===== src/rtl/wiper_pkg.sv =====
package wiper_pkg;
  localparam int OPW = 3;
  typedef enum logic [OPW-1:0] {
    OP_NOP  = 3'd0,
    OP_LOAD = 3'd1,
    OP_UP   = 3'd2,
    OP_DN   = 3'd3,
    OP_DBL  = 3'd4,
    OP_HALF = 3'd5,
    OP_RST  = 3'd6,
    OP_RSV  = 3'd7
  } wop_e;
endpackage


===== src/rtl/wiper_lin_step.sv =====
// Single-step move with clamping at both ends of the range.
module wiper_lin_step #(
  parameter int W  = 10,
  parameter bit UP = 1'b1
) (
  input  logic [W-1:0] cur,
  output logic [W-1:0] res
);
  localparam logic [W-1:0] MAXC = {W{1'b1}};
  localparam logic [W-1:0] MINC = '0;
  localparam logic [W-1:0] ONE  = W'(1);

  generate
    if (UP) begin : g_up
      always_comb res = (cur == MAXC) ? cur : cur + ONE;
    end else begin : g_dn
      always_comb res = (cur == MINC) ? cur : cur - ONE;
    end
  endgenerate
endmodule


===== src/rtl/wiper_log_step.sv =====
// 6 dB step: doubling saturates at full scale, halving truncates.
module wiper_log_step #(
  parameter int W  = 10,
  parameter bit UP = 1'b1
) (
  input  logic [W-1:0] cur,
  output logic [W-1:0] res
);
  localparam logic [W-1:0] MAXC = {W{1'b1}};

  generate
    if (UP) begin : g_dbl
      always_comb res = cur[W-1] ? MAXC : {cur[W-2:0], 1'b0};
    end else begin : g_half
      always_comb res = {1'b0, cur[W-1:1]};
    end
  endgenerate
endmodule


===== src/rtl/wiper_next_sel.sv =====
// Picks the next wiper code from the candidate results, gated by write protect.
module wiper_next_sel
  import wiper_pkg::*;
#(
  parameter int W = 10
) (
  input  logic [W-1:0]   cur,
  input  logic           valid,
  input  logic [OPW-1:0] op,
  input  logic           wp,
  input  logic [W-1:0]   ld_val,
  input  logic [W-1:0]   nv_val,
  input  logic [W-1:0]   up_val,
  input  logic [W-1:0]   dn_val,
  input  logic [W-1:0]   dbl_val,
  input  logic [W-1:0]   half_val,
  output logic [W-1:0]   nxt
);
  logic guarded;

  always_comb begin
    guarded = (op == OP_LOAD) || (op == OP_UP) || (op == OP_DN) ||
              (op == OP_DBL)  || (op == OP_HALF);
    nxt = cur;
    if (valid && !(guarded && wp)) begin
      case (op)
        OP_LOAD: nxt = ld_val;
        OP_UP:   nxt = up_val;
        OP_DN:   nxt = dn_val;
        OP_DBL:  nxt = dbl_val;
        OP_HALF: nxt = half_val;
        OP_RST:  nxt = nv_val;
        default: nxt = cur;
      endcase
    end
  end
endmodule


===== src/rtl/wiper_core.sv =====
module wiper_core
  import wiper_pkg::*;
#(
  parameter int W = 10
) (
  input  logic           clk,
  input  logic           rst,
  input  logic           op_valid,
  input  logic [OPW-1:0] op_code,
  input  logic [W-1:0]   op_data,
  input  logic [W-1:0]   nv_code,
  input  logic           wp_active,
  output logic [W-1:0]   code_out
);
  logic [W-1:0] pos_q;
  logic [W-1:0] pos_d;
  logic [W-1:0] lin_res [2];
  logic [W-1:0] log_res [2];

  // index 0: downward / halving, index 1: upward / doubling
  for (genvar d = 0; d < 2; d++) begin : g_dir
    wiper_lin_step #(.W(W), .UP(d == 1)) u_lin (
      .cur(pos_q), .res(lin_res[d])
    );
    wiper_log_step #(.W(W), .UP(d == 1)) u_log (
      .cur(pos_q), .res(log_res[d])
    );
  end

  wiper_next_sel #(.W(W)) u_sel (
    .cur      (pos_q),
    .valid    (op_valid),
    .op       (op_code),
    .wp       (wp_active),
    .ld_val   (op_data),
    .nv_val   (nv_code),
    .up_val   (lin_res[1]),
    .dn_val   (lin_res[0]),
    .dbl_val  (log_res[1]),
    .half_val (log_res[0]),
    .nxt      (pos_d)
  );

  always_ff @(posedge clk) begin
    if (rst) pos_q <= nv_code;
    else     pos_q <= pos_d;
  end

  assign code_out = pos_q;
endmodule


===== config.mk =====
export PLATFORM = sky130hd
export DESIGN_NAME = wiper_core
export DESIGN_NICKNAME = d
export VERILOG_FILES = /design/src/rtl/wiper_pkg.sv /design/src/rtl/wiper_lin_step.sv /design/src/rtl/wiper_log_step.sv /design/src/rtl/wiper_next_sel.sv /design/src/rtl/wiper_core.sv
export SDC_FILE = /design/constraint.sdc
export NUM_CORES = 1
export LEC_CHECK = 0
export BUFFER_PORTS_ARGS = -buffer_cell sky130_fd_sc_hd__buf_2
export CELL_PAD_IN_SITES_DETAIL_PLACEMENT = 1
export CELL_PAD_IN_SITES_GLOBAL_PLACEMENT = 2
export CORE_ASPECT_RATIO = 1.25
export CORE_MARGIN = 5
export CORE_UTILIZATION = 31
export DETAILED_ROUTE_END_ITERATION = 6
export GPL_TIMING_DRIVEN = 0
export MAX_ROUTING_LAYER = met4
export PLACE_DENSITY = 0.88
export SYNTH_ARGS = -nofsm -noshare
export SYNTH_HDL_FRONTEND = slang
export SYNTH_SLANG_ARGS = --single-unit

===== constraint.sdc =====
create_clock -name clk -period 4.9 [get_ports clk]
set_clock_uncertainty 0.15 [all_clocks]
set_input_delay 0.735 -clock clk [delete_from_list [all_inputs] [get_ports clk]]
set_output_delay 0.735 -clock clk [all_outputs]
set_load 0.03 [all_outputs]

==> flow_summary.yaml <==
outcome:
  outcome: "finished clean"
floorplan:
  core_area_um2: 4099
  pin_count: 37
  dieArea_um2: 5620
  die_h_um: 82.58
  die_w_um: 68.06
  initial_core_util: 0.3187
  rows: 26
detailed_routing:
  antenna_left: 0
  viasPerCell: 5.508
  drtIter0Drc: 93
  vias: 1421
  wl_per_cell_um: 17.53
  drt-pass1-iter-count: 4
  wirelength_mm: 4.523
  drc_errors: 0
sta:
  slew_viol_final: 0
  fmax_ghz: 0.2981
  layout_min_cycle_time_ps: 3354
  relSlewSlack: 0.3324
  setup_viol: 0
  rsz0062_at_grt: "no"
  finalHoldViolations: 0
  fin_ws_ps: 1546
  holdWs_ps: 602.5
  finalCritPeriodShare: 0.6846
  worst_pin_slew_ps: 999.4
  fin_setup_tns_ps: 0
pwr:
  p_per_area_nw_per_um2: 241.2
  ir_drop_mv: 0.06933
  p_sw_uw: 153.9
  p_int_uw: 228.7
  switching_share: 0.4023
  pwr-share-seq: 0.335
  power.share.combinational: 0.428
  power.total_uw: 382.6
  leakage_uw: 0.0007144
  p_clk_frac: 0.237
synth:
  yosys-top-cells-area: "edfxtp_1 (23%), ha_1 (7.7%), nand2_1 (5.2%)"
  synth_cells: 165
  synth_fp_nets: 201
  yosysMostFrequentCell: "nand2_1"
  yosys.area.top_type: "edfxtp_1"
  synth-edff-count: 10
  synth.top_cells.by_count: "nand2_1 (18), o21ai_0 (12), a21oi_1 (10), edfxtp_1 (10), nor2_1 (9)"
  ys.flop_type: "edfxtp_1"
  synth_area_um2: 1306
  ys_seq_elements: 10
  yosys.area.top_type_share: 0.2299
  yosys_warnings: 0
  ys_seq_area_frac: 0.2299
  syn_area_per_cell_um2: 7.917
  synth-async-reset-ratio: 0
  ys_types: 52
run:
  cap_violations: 0
global_routing:
  grt_start_max_net_pins: 11
  antenna_found_initial: 0
  grtUsageMet2: 0.2864
  grt_pass1_wl_mm: 7.320
  grt_use_met1: 0.2277
  met3_usage: 0.01759
  grt.overflow.total: 0
  track_usage: 0.1763
  grt-busiest-layer: "met2"
  grt_pass1_vias: 1487
clocking:
  clockBufferDepth: 2
  cts_buffers: 3
  path_clk_slew_ps: 50
  clk_latency_ps: 240
  hold_buffers: 0
  cts_tree: "yes"
  root_buffer: "clkbuf_8"
  post_cts_resize_count: 0
  post_cts_buffers: 0
  clock-sinks: 10
  htree_num_levels: 1
placement:
  gp_congestion: 0.8534
  io_buffer_count: 33
  hpwl_mm: 3.529
  dp_worst_setup_slack_ps: 1301
finish:
  drive_above_1_share: 0.2475
  fin_util: 0.3871
  largest_register_ffs: 10
  nets: 239
  antenna_cells: 0
  syn_to_final_growth_pct: 21.46
critical_path:
  crit_fanout: 10
  required_ps: 4740
  critPathKind: "in2reg"
  worstSetupStartpointType: "input port"
  cp-end-kind: "flip-flop"
  r2r_setup_slack_ps: 2520
  cp.arrival_ps: 3190
min_path:
  hold_class: "in2reg"
[power by group through the flow]
stage | combinational, uW | clock [uW] | sequential (uW)
final | 164 | 90.8 | 128
after floorplan | 98.4 | 0 | 141
after global routing | 180 | 96.4 | 130
after CTS | 164 | 91.3 | 128
after global placement | 161 | 0 | 129
after detailed placement | 163 | 0 | 129
[worst max-delay path, cell delays in order]
cell      delay [ps]
buf_2            180
clkbuf_1         400
nand2_1          170
inv_1            280
ha_1             350
and3_4           200
a2111o_1         410
a41oi_1          230
xnor2_1          160
o21ai_1           70
[path summary, 6_finish.rpt]
path                    startpoint               endpoint  cells past startpoint
min                     nv_code[0]  code_out[0]$_DFFE_PP_                      3
min reg2reg  code_out[3]$_DFFE_PP_  code_out[4]$_DFFE_PP_                      2
max reg2reg  code_out[7]$_DFFE_PP_  code_out[9]$_DFFE_PP_                      6
max                     op_code[0]  code_out[9]$_DFFE_PP_                     10
[stage by stage]
| step | area [um2] | std cells |
|---|---|---|
| global route | 1587 | 258 |
| detailed placement | 1541 | 254 |
| global placement | 1541 | 254 |
| CTS | 1587 | 258 |
| finish | 1587 | 258 |
| floorplan | 1306 | 165 |
[metal layers]
layer	vias to the layer above	wire length (um)
li1	711	-
met1	666	2169
met2	37	2062
met3	7	217
met4	0	74
met5	-	0
[placed cells by master (no fill, tap or decap), types with 3 or more instances in the layout]
cell / netlist / final
o21ai_0: 12 / 12
a21o_1: 3 / 3
nand3_1: 3 / 3
nand2_1: 18 / 18
nand2b_1: 3 / 3
a221oi_1: 4 / 4
o22ai_1: 3 / 3
a21oi_1: 10 / 10
nor2_1: 9 / 9
inv_1: 7 / 7
nand4_1: 3 / 3
clkbuf_8: 0 / 3
buf_2: 5 / 38
o21a_1: 5 / 5
xor2_1: 3 / 3
o21bai_1: 3 / 3
ha_1: 8 / 8
nor4_1: 3 / 3
nor3_1: 3 / 3
o21ai_1: 7 / 7
o221ai_1: 4 / 4
edfxtp_1: 10 / 10
[kinds of logic after synthesis]
family                   share of synthesized area
AO/OA/AOI/OAI                               0.3659
XOR/XNOR                                   0.03353
flip-flops                                  0.2299
adder cells (fa/ha/maj)                    0.09196
buffers and inverters                      0.05939
multiplexers                               0.02395
AND/OR/NAND/NOR                             0.1954
[final cells by class]
type | instances | area (um2)
Multi-Input combinational cell | 137 | 928.4
Inverter | 9 | 33.78
Tap cell | 56 | 70.07
Clock inverter | 1 | 3.754
Buffer | 9 | 43.79
Clock buffer | 3 | 41.29
Fill cell | 532 | 2512
Timing Repair Buffer | 33 | 165.2
Sequential cell | 10 | 300.3
Power figures use the tool's default switching activity.
